<file path="src/rtl/dma_eng_pkg.sv">
package dma_eng_pkg;

  typedef enum logic [1:0] {
    PH_IDLE = 2'd0,
    PH_RD   = 2'd1,
    PH_WR   = 2'd2
  } phase_t;

  typedef struct packed {
    logic       rd_inc;
    logic       wr_inc;
    logic [1:0] rd_size;
    logic [1:0] wr_size;
    logic [3:0] rd_grp;
    logic [3:0] wr_grp;
    logic [1:0] dir;
  } node_cfg_t;

  localparam logic [1:0] DIR_M2P = 2'd1;
  localparam logic [1:0] DIR_P2M = 2'd2;

  function automatic logic [3:0] beat_bytes(input logic [1:0] code);
    return 4'd1 << code;
  endfunction

endpackage

</file>
<file path="src/rtl/dma_side_ptr.sv">
module dma_side_ptr #(
  parameter int AW = 32,
  parameter int CW = 13
) (
  input  logic          clk,
  input  logic          rst,
  input  logic          load,
  input  logic [AW-1:0] load_addr,
  input  logic [CW-1:0] load_cnt,
  input  logic          inc,
  input  logic [1:0]    size,
  input  logic          step,
  output logic [AW-1:0] addr,
  output logic [CW-1:0] left,
  output logic          last
);
  logic [CW-1:0] width;
  logic [CW-1:0] take;

  assign width = CW'(dma_eng_pkg::beat_bytes(size));
  assign take  = (left < width) ? left : width;
  assign last  = (left <= width);

  always_ff @(posedge clk) begin
    if (rst) begin
      addr <= '0;
      left <= '0;
    end else if (load) begin
      addr <= load_addr;
      left <= load_cnt;
    end else if (step) begin
      left <= left - take;
      if (inc) addr <= addr + AW'(width);
    end
  end

  assert_count_no_rise_R6: assert property (@(posedge clk) disable iff (rst)
    !load |=> left <= $past(left));

  assert_fixed_addr_R4: assert property (@(posedge clk) disable iff (rst)
    (step && !inc && !load) |=> addr == $past(addr));

endmodule

</file>
<file path="src/rtl/dma_beat_seq.sv">
module dma_beat_seq #(
  parameter int AW = 32
) (
  input  logic          clk,
  input  logic          rst,
  input  logic          start,
  input  logic          start_empty,
  input  logic          en,
  input  logic          ack,
  input  logic [3:0]    rd_grp,
  input  logic [3:0]    wr_grp,
  input  logic          rd_last,
  input  logic          rd_empty,
  input  logic          wr_last,
  input  logic [AW-1:0] rd_addr,
  input  logic [AW-1:0] wr_addr,
  input  logic [1:0]    rd_size,
  input  logic [1:0]    wr_size,
  output logic          busy,
  output logic          done,
  output logic          req,
  output logic          we,
  output logic [AW-1:0] addr,
  output logic [1:0]    size,
  output logic          rd_step,
  output logic          wr_step
);
  import dma_eng_pkg::*;

  phase_t     phase;
  logic [3:0] beat;

  assign busy    = (phase != PH_IDLE);
  assign rd_step = req & ack & ~we;
  assign wr_step = req & ack & we;

  always_ff @(posedge clk) begin
    if (rst) begin
      phase <= PH_IDLE;
      beat  <= '0;
      req   <= 1'b0;
      we    <= 1'b0;
      addr  <= '0;
      size  <= '0;
      done  <= 1'b0;
    end else begin
      done <= 1'b0;
      if (phase == PH_IDLE) begin
        if (start) begin
          if (start_empty) done <= 1'b1;
          else begin
            phase <= PH_RD;
            beat  <= '0;
          end
        end
      end else if (req) begin
        if (ack) begin
          req  <= 1'b0;
          beat <= beat + 4'd1;
          if (phase == PH_RD) begin
            if (beat == rd_grp || rd_last) begin
              phase <= PH_WR;
              beat  <= '0;
            end
          end else if (wr_last) begin
            phase <= PH_IDLE;
            done  <= 1'b1;
          end else if (beat == wr_grp) begin
            phase <= rd_empty ? PH_WR : PH_RD;
            beat  <= '0;
          end
        end
      end else if (en) begin
        req <= 1'b1;
        if (phase == PH_WR) begin
          we   <= 1'b1;
          addr <= wr_addr;
          size <= wr_size;
        end else begin
          we   <= 1'b0;
          addr <= rd_addr;
          size <= rd_size;
        end
      end
    end
  end

  assert_req_hold_R9: assert property (@(posedge clk) disable iff (rst)
    (req && !ack) |=> (req && $stable(addr) && $stable(we) && $stable(size)));

  assert_done_pulse_R8: assert property (@(posedge clk) disable iff (rst)
    done |=> !done);

  assert_busy_fall_R8: assert property (@(posedge clk) disable iff (rst)
    $fell(busy) |-> done);

  assert_paused_no_req_R7: assert property (@(posedge clk) disable iff (rst)
    $rose(req) |-> $past(en));

endmodule

</file>
<file path="src/rtl/dma_xfer_engine.sv">
module dma_xfer_engine #(
  parameter int AW    = 32,
  parameter int CW    = 13,
  parameter int CNT_W = 16,
  parameter int RLW   = 4
) (
  input  logic             clk,
  input  logic             rst,
  input  logic             node_load,
  input  logic [CW-1:0]    node_count,
  input  logic [AW-1:0]    node_src,
  input  logic [AW-1:0]    node_dst,
  input  logic [31:0]      node_cfg,
  input  logic             en_wr,
  input  logic             en_val,
  output logic             busy,
  output logic             node_done,
  output logic [CNT_W-1:0] cur_count,
  output logic [RLW-1:0]   req_line,
  output logic             mem_req,
  output logic             mem_we,
  output logic [AW-1:0]    mem_addr,
  output logic [1:0]       mem_size,
  input  logic             mem_ack
);
  import dma_eng_pkg::*;

  localparam int LINE_LSB = 4;

  node_cfg_t     cfg_q;
  logic          en_q;
  logic          load_ok;
  logic          rd_inc, wr_inc;
  logic          rd_step, wr_step;
  logic [AW-1:0] rd_addr, wr_addr;
  logic [CW-1:0] rd_left, wr_left;
  logic          rd_last, wr_last;
  logic          unused_cfg_bits;

  assign unused_cfg_bits = ^{node_cfg[29:28], node_cfg[19:18], node_cfg[15:14], node_cfg[11:8]};

  assign load_ok = node_load & ~busy;
  assign rd_inc  = cfg_q.rd_inc & (cfg_q.dir != DIR_P2M);
  assign wr_inc  = cfg_q.wr_inc & (cfg_q.dir != DIR_M2P);

  always_ff @(posedge clk) begin
    if (rst) begin
      cfg_q    <= '0;
      en_q     <= 1'b0;
      req_line <= '0;
    end else if (load_ok) begin
      cfg_q.rd_inc  <= node_cfg[31];
      cfg_q.wr_inc  <= node_cfg[30];
      cfg_q.rd_size <= node_cfg[13:12];
      cfg_q.wr_size <= node_cfg[17:16];
      cfg_q.rd_grp  <= node_cfg[23:20];
      cfg_q.wr_grp  <= node_cfg[27:24];
      cfg_q.dir     <= node_cfg[3:2];
      en_q          <= node_cfg[0];
      req_line      <= node_cfg[LINE_LSB +: RLW];
    end else if (en_wr) begin
      en_q <= en_val;
    end
  end

  dma_side_ptr #(.AW(AW), .CW(CW)) rd_ptr_i (
    .clk(clk), .rst(rst), .load(load_ok), .load_addr(node_src), .load_cnt(node_count),
    .inc(rd_inc), .size(cfg_q.rd_size), .step(rd_step),
    .addr(rd_addr), .left(rd_left), .last(rd_last)
  );

  dma_side_ptr #(.AW(AW), .CW(CW)) wr_ptr_i (
    .clk(clk), .rst(rst), .load(load_ok), .load_addr(node_dst), .load_cnt(node_count),
    .inc(wr_inc), .size(cfg_q.wr_size), .step(wr_step),
    .addr(wr_addr), .left(wr_left), .last(wr_last)
  );

  dma_beat_seq #(.AW(AW)) seq_i (
    .clk(clk), .rst(rst), .start(load_ok), .start_empty(node_count == '0),
    .en(en_q), .ack(mem_ack), .rd_grp(cfg_q.rd_grp), .wr_grp(cfg_q.wr_grp),
    .rd_last(rd_last), .rd_empty(rd_left == '0), .wr_last(wr_last),
    .rd_addr(rd_addr), .wr_addr(wr_addr), .rd_size(cfg_q.rd_size), .wr_size(cfg_q.wr_size),
    .busy(busy), .done(node_done), .req(mem_req), .we(mem_we), .addr(mem_addr),
    .size(mem_size), .rd_step(rd_step), .wr_step(wr_step)
  );

  assign cur_count = CNT_W'(wr_left);

  assert_load_ignored_R2: assert property (@(posedge clk) disable iff (rst)
    (busy && node_load && !en_wr) |=> ($stable(cfg_q) && $stable(en_q) && $stable(req_line)));

  assert_no_step_idle_R3: assert property (@(posedge clk) disable iff (rst)
    !busy |-> !mem_req);

endmodule

</file>
<file path="config.mk">
export PLATFORM = sky130hd
export DESIGN_NAME = dma_xfer_engine
export DESIGN_NICKNAME = d
export VERILOG_FILES = /design/src/rtl/dma_eng_pkg.sv /design/src/rtl/dma_side_ptr.sv /design/src/rtl/dma_beat_seq.sv /design/src/rtl/dma_xfer_engine.sv
export SDC_FILE = /design/constraint.sdc
export NUM_CORES = 1
export LEC_CHECK = 0
export ABC_AREA = 1
export BUFFER_PORTS_ARGS = -buffer_cell sky130_fd_sc_hd__buf_2
export CORE_MARGIN = 2
export CORE_UTILIZATION = 30
export DETAILED_ROUTE_END_ITERATION = 10
export HOLD_SLACK_MARGIN = 0.03
export SLEW_MARGIN = 20
export SYNTH_ARGS = -nofsm -noshare
export SYNTH_HDL_FRONTEND = slang
export SYNTH_SLANG_ARGS = --single-unit
</file>
<file path="constraint.sdc">
create_clock -name clk -period 4.73 [get_ports clk]
set_input_delay 0.7095 -clock clk [delete_from_list [all_inputs] [get_ports clk]]
set_output_delay 0.7095 -clock clk [all_outputs]
set_load 0.02 [all_outputs]
</file>
After elaboration in Yosys (flattened, before gate mapping)
Cells that the tools add are included.
{"block": "word_totals", "reg_bits": 154, "latch_bits": 0, "ramBits": 0, "romBits": 0, "input_bits": 115, "output_inout_bits": 58, "n_memories": 0}
{"block": "classes", "n_addsub": 5, "mul": 0, "div_mod_pow": 0, "order_cmp": 4, "eq_ne": 9, "shifts": 2, "n_mux": 46, "n_bitwise": 10, "reduce_logical": 18}
{"op": "two-way mux 32 bit", "n": 7}
{"op": "two-way mux 13 bit", "n": 6}
{"op": "adder 32 x 4 -> 32 bit", "n": 2}
{"op": "two-way mux 4 bit", "n": 9}
{"op": "<= comparator 13 x 4 -> 1 bit", "n": 2}
{"op": "logical NOT 13 bit", "n": 2}
{"op": "< comparator 13 x 4 -> 1 bit", "n": 2}
{"op": "subtractor 13 bit", "n": 2}
{"op": "two-way mux 2 bit", "n": 11}
{"op": "nonzero test 2 bit", "n": 8}
{"op": "two-way mux 1 bit", "n": 13}
{"op": "equality test 4 bit", "n": 2}
{"op": "left shift 1 x 2 -> 4 bit (first input constant)", "n": 2}
{"op": "bitwise AND 1 bit", "n": 6}
{"op": "inequality test 2 bit (second input constant)", "n": 3}
{"op": "AND reduction 6 bit", "n": 1}
{"op": "adder 4 x 1 -> 4 bit (second input constant)", "n": 1}
{"op": "inverter 1 bit", "n": 4}
{"op": "AND reduction 2 bit", "n": 2}
{"op": "AND reduction 4 bit", "n": 1}
{"op": "nonzero test 4 bit", "n": 1}
{"op": "inequality test 3 x 2 -> 1 bit (second input constant)", "n": 1}
{"op": "AND reduction 3 bit", "n": 1}
{"op": "equality test 2 x 1 -> 1 bit (second input constant)", "n": 1}
{"op": "other kinds (4)", "n": 4}

Logic depth before layout (Yosys ltp)
{"block": "logic_depth", "depth_word": 8, "depth_mapped": 23, "ltp_nobuf": 22}

Cells and area by module
Synthesis repeated with hierarchy kept, for this count alone.
{"block": "hier_totals", "cells_unflattened": 1730, "hier_area_um2": 10382.5}
{"module": "dma_side_ptr", "instances": 2, "cells_each": 607, "area_per_inst_um2": 3564.7, "seq_area_each_um2": 900.9}
{"module": "dma_beat_seq", "instances": 1, "cells_each": 377, "area_per_inst_um2": 2292.2, "seq_area_each_um2": 860.8}
{"module": "dma_xfer_engine", "instances": 1, "cells_each": 139, "area_per_inst_um2": 960.9, "seq_area_each_um2": 420.4}

Worst setup path before layout
Ideal clock, no wire load.
{"block": "synth_timing", "path_type": "register to register", "start": "register cfg_q[13] (netlist name)", "end": "register rd_ptr_i.left[12]", "setup_time_ns": 0.132, "arrival_ns": 2.867, "required_ns": 4.598, "path_slack_ns": 1.731, "stages_incl_launch_ff": 21, "path_buffers": 0, "path_cell_list": "dfxtp_1 inv_1 nor2_1 inv_1 ha_1 nand2_1 nand2_1 a21oi_1 nand3_2 o21ai_0 ha_1 inv_1 fa_1 nand2_1 nand2_1 a21oi_1 nand3_1 nor2_1 nand3_1 nand3_1 a21oi_1"}
{"block": "synth_between", "elab_chain_cells": 6}
{"element": "left shift 1 x 2 -> 4 bit (*)", "line": "dma_eng_pkg.sv:23", "text": "return 4'd1 << code;"}
{"element": "< comparator 13 x 4 -> 1 bit", "line": "dma_side_ptr.sv:21", "text": "assign take = (left < width) ? left : width;"}
{"element": "two-way mux 13 bit (*)", "line": "dma_side_ptr.sv:21"}
{"element": "subtractor 13 bit (*)", "line": "dma_side_ptr.sv:32", "text": "left <= left - take;"}
{"element": "two-way mux 13 bit (*)", "line": "dma_side_ptr.sv:31", "text": "end else if (step) begin"}
{"element": "two-way mux 13 bit (*)", "line": "dma_side_ptr.sv:28", "text": "end else if (load) begin"}
{"element": "to (signal assigned)", "line": "dma_side_ptr.sv:30", "text": "left <= load_cnt;"}
{"element": "to (signal assigned)", "line": "dma_side_ptr.sv:32"}
{"element": "to (decl)", "line": "dma_side_ptr.sv:14", "text": "output logic [CW-1:0] left,"}
Every way passes the cells marked *; elsewhere a longest branch is shown, timed or not. The select of a mux whose other input is x is not followed.
A chain may end at the register's enable or synchronous reset.

Worst setup path after layout
{"block": "layout_timing", "start": "register cfg_q[13] (netlist name)", "end": "register rd_ptr_i.left[12]"}
{"block": "layout_between", "elab_chain_cells": 6}
{"element": "left shift 1 x 2 -> 4 bit (*)", "line": "dma_eng_pkg.sv:23"}
{"element": "< comparator 13 x 4 -> 1 bit", "line": "dma_side_ptr.sv:21"}
{"element": "two-way mux 13 bit (*)", "line": "dma_side_ptr.sv:21"}
{"element": "subtractor 13 bit (*)", "line": "dma_side_ptr.sv:32"}
{"element": "two-way mux 13 bit (*)", "line": "dma_side_ptr.sv:31"}
{"element": "two-way mux 13 bit (*)", "line": "dma_side_ptr.sv:28"}
Marked as above.

==> results by group <==
Critical path
  • Arrival time of the worst setup path: 3900 ps
  • Buffers plus inverters on the worst setup path: 3
  • Endpoint kind of the worst setup timing path: flop
  • Max stage delay cell, worst path: sky130_fd_sc_hd__dfxtp_1
  • Worst setup slack for register-to-register paths: 1130 ps
  • Origin of the critical flop-to-flop path: cfg_q[13]
  • Dominant cell type by count on the critical path: sky130_fd_sc_hd__nand2_1
  • Cell-by-cell listing of the critical path: inv_1, nor2_1, inv_1, ha_1, nand2_1, nand2_1, a21oi_1, nand3_2, o21ai_0, ha_1, inv_1, fa_1, nand2_1, nand2_1, a21oi_1, nand3_1, nor2_1, nand3_1, nand3_1, a21oi_1
  • Critical path type: reg2reg
  • Stage delay of the slowest cell on the critical path: 410 ps
  • Top cell family by delay on the critical path: simple AND/OR/NAND/NOR gates
  • Crit Reg-Reg Endpoint: rd_ptr_i.left[12]
  • Max Fanout on Critical Path: 10
  • Cells on worst reg2reg path: 20
  • WP data required: 5020 ps
  • CP startpoint kind: flop

Die
  • Height of the die: 188 um
  • Width of the chip: 188 um
  • Num rows: 67
  • Number of primary I/O pins: 173
  • Initial Util: 30.3%
  • Core footprint: 0.0334 mm^2
  • Total Die Area: 0.0353 mm^2

Placed design
  • Port Buf Inserts: 158
  • Post-placement cell area: 0.0112 mm^2
  • Final HPWL from detailed placement: 24900 um
  • Final weighted congestion of routability-driven global placement: 0.893

Layout
  • Design area: 0.0118 mm^2
  • Fraction of layout instances using a drive strength above 1: 12.4%
  • Ant diodes: 0
  • Total Nets Final: 1940
  • Filler cell count in the final layout: 3698
  • Area growth, synth to finish: 16.6%

GRT
  • Pin count of the biggest net entering global routing: 73
  • Overall global routing resource usage: 19.0%
  • Via count of the first global-routing pass: 10400
  • Antenna violations before repair: 1
  • Global route total overflow: 0
  • Global-route wire length before repair: 53700 um

Timing
  • Number of setup violations in the final report: 0
  • Least-Margin Pin Slew: 951 ps
  • Pins over their slew limit: 0
  • Hold violation total from the final report: 0
  • Final clock period utilization by the worst path: 76.1%
  • Setup repair after global routing missed its margin: no
  • Achievable Freq: 278 MHz
  • Normalized max-slew margin: 36.5%
  • Setup_tns: 0 ps
  • Worst hold margin: 466 ps
  • Min Clock Period, post-route: 3600 ps
  • Clk_skew: 14.0 ps

Clock tree
  • Number of gates resized after CTS: 0
  • Clock-pin slew of the registers on the worst-case setup and hold paths: 80 ps
  • Number of buffers inserted to repair setup after CTS: 0
  • Root Buffer Master: sky130_fd_sc_hd__clkbuf_16
  • H-tree levels: 4
  • CTS tree: done
  • Insertion delay to the later sink of the worst-skew pair: 450 ps
  • Maximum root-to-sink buffer count: 2
  • Number of CTS-inserted buffers: 17
  • Sink Count: 154
  • Hold-fix buffers at CTS: 0

Hold path
  • Worst min-delay path class: reg2reg
  • Terminating pin of the worst hold path: cfg_q[0]
  • Instance count along the most critical hold path: 2
  • Hold_sp: cfg_q[0]

Synthesis
  • Warnings, synthesis: 0
  • Area contributors post-synth: sky130_fd_sc_hd__dfxtp_1 30%, sky130_fd_sc_hd__nand2_1 18%, sky130_fd_sc_hd__a21oi_1 8.8%, sky130_fd_sc_hd__nor2_1 8.8%, sky130_fd_sc_hd__o21ai_0 5.8%
  • Area of the mapped netlist: 0.0101 mm^2
  • Area share of the leading cell type in the synthesized netlist: 30.4%
  • Post-synthesis cell count: 1678
  • Part of the Yosys area used for sequential elements: 30.4%
  • Post-synthesis sequential element count: 154
  • Top flip-flop cell by instance count after synthesis: sky130_fd_sc_hd__dfxtp_1
  • Dominant cell type by area after synthesis: sky130_fd_sc_hd__dfxtp_1
  • Dominant cell by count in the synthesized netlist: sky130_fd_sc_hd__nand2_1
  • Number of unique standard cell types used by synthesis: 43
  • Proportion of register bits with asynchronous set or reset after synthesis: 0%
  • Post-synthesis area per instance: 6.04 um^2
  • Commonest cells in the synthesized netlist: 495 x sky130_fd_sc_hd__nand2_1, 237 x sky130_fd_sc_hd__nor2_1, 179 x sky130_fd_sc_hd__a21oi_1, 154 x sky130_fd_sc_hd__dfxtp_1, 150 x sky130_fd_sc_hd__inv_1
  • Count of flip-flops with a built-in enable after synthesis: 0

Pwr
  • PD cells: 449 mW/mm^2
  • Maximum resistive drop on vdd: 0.000264 V
  • Leakage power: 0.00524 uW

Drt
  • Number of DRC markers in iteration 0: 822
  • Number of detailed-routing iterations run before antenna repair: 7
  • Drt wl/cell: 14.8 um
  • Total wire length after detailed routing: 33500 um
  • Remaining DRCs: 0
  • Antenna violation net count after detailed routing: 0
  • Via count: 11000
  • Via/cell ratio: 4.88

Status
  • Run status: complete, no violations

Run
  • Max cap viols: 0
==> layer usage <==
metal  part of all wire [%]  track usage (%)
met2                     45             30.7
met1                     48             25.1
met3                    4.4             3.22
met5                      0                0
met4                    3.0             7.60
==> cell type report <==
class / count / area [um^2] / area share [%]
clock inverters: 15 / 196 / 1.66
well taps: 448 / 561 / 4.74
multi-input cells: 1298 / 6110 / 51.7
inverters: 158 / 593 / 5.01
clock buffers: 17 / 425 / 3.60
repair buffers: 167 / 858 / 7.26
flip-flops and latches: 154 / 3080 / 26.1
==> stage by stage <==
step	util [%]	worst slack, ps	power [uW]	instances
5_1_grt	35.4	764	5730	2257
3_3_place_gp	33.5	1260	3830	2225
4_1_cts	35.4	1130	5350	2257
6_report	35.4	1130	5310	2257
3_5_place_dp	33.5	1160	3850	2225
2_1_floorplan	-	1730	3310	1680
==> worst reg2reg max path, stage by stage (launching register included) <==
cell                      delay, ps
sky130_fd_sc_hd__dfxtp_1        410
sky130_fd_sc_hd__inv_1           70
sky130_fd_sc_hd__nor2_1         150
sky130_fd_sc_hd__inv_1           80
sky130_fd_sc_hd__ha_1           320
sky130_fd_sc_hd__nand2_1         80
sky130_fd_sc_hd__nand2_1         50
sky130_fd_sc_hd__a21oi_1        150
sky130_fd_sc_hd__nand3_2        190
sky130_fd_sc_hd__o21ai_0        220
sky130_fd_sc_hd__ha_1           170
sky130_fd_sc_hd__inv_1           60
sky130_fd_sc_hd__fa_1           390
sky130_fd_sc_hd__nand2_1         90
sky130_fd_sc_hd__nand2_1         50
sky130_fd_sc_hd__a21oi_1        390
sky130_fd_sc_hd__nand3_1        160
sky130_fd_sc_hd__nor2_1         180
sky130_fd_sc_hd__nand3_1         90
sky130_fd_sc_hd__nand3_1         90
sky130_fd_sc_hd__a21oi_1         60
==> flip-flops by register name, indices dropped and copies added, names as in the netlist, 4 cells and up <==
name,count
cfg_q,16
rd_ptr_i.addr,32
rd_ptr_i.left,13
req_line,4
seq_i.addr,32
seq_i.beat,4
wr_ptr_i.addr,32
wr_ptr_i.left,13
==> placed cells by master (no fill, tap or decap), types with 9 or more instances in the layout <==
cell                        Yosys  final
sky130_fd_sc_hd__nand2_1      495    495
sky130_fd_sc_hd__nor2_1       237    237
sky130_fd_sc_hd__a21oi_1      179    179
sky130_fd_sc_hd__buf_2         24    158
sky130_fd_sc_hd__dfxtp_1      154    154
sky130_fd_sc_hd__inv_1        150    149
sky130_fd_sc_hd__o21ai_0      117    117
sky130_fd_sc_hd__nand3_1      107    107
sky130_fd_sc_hd__ha_1          25     25
sky130_fd_sc_hd__nand4_1       21     21
sky130_fd_sc_hd__nand3b_1      18     18
sky130_fd_sc_hd__xor2_1        18     18
sky130_fd_sc_hd__nor3_1        17     17
sky130_fd_sc_hd__clkbuf_16      0     17
sky130_fd_sc_hd__a31oi_1       15     15
sky130_fd_sc_hd__buf_4         11      9
==> how the worst max path moves through the flow <==
stage                         start                 to  slack (ps)  depth (start not counted)
final                     cfg_q[13]  rd_ptr_i.left[12]        1130                         20
after global placement    cfg_q[13]  rd_ptr_i.left[12]        1260                         20
after CTS                 cfg_q[13]  rd_ptr_i.left[12]        1130                         20
after detailed placement  cfg_q[13]  rd_ptr_i.left[12]        1160                         20
after global routing      cfg_q[13]  rd_ptr_i.left[12]         760                         21
after floorplan           cfg_q[13]  rd_ptr_i.left[12]        1730                         20
==> logic make-up (layout without fill, tap and decap cells) <==
logic type	after synthesis	count (layout)	synth area share (%)
compound gates	330	330	16.9
xor+xnor	21	21	1.81
fa+ha+maj	29	29	3.87
buf+inv	228	357	9.45
flops	154	154	30.4
other cells	1	3	0.0370
simple gates	915	915	37.5
==> report_power, final <==
group | internal [uW] | total [uW] | switching, uW
Clock | 810 | 1480 | 667
Sequential | 1510 | 1780 | 268
Combinational | 706 | 2050 | 1350
Total | 3030 | 5310 | 2280
No activity file was read; power rests on OpenSTA's default activity.
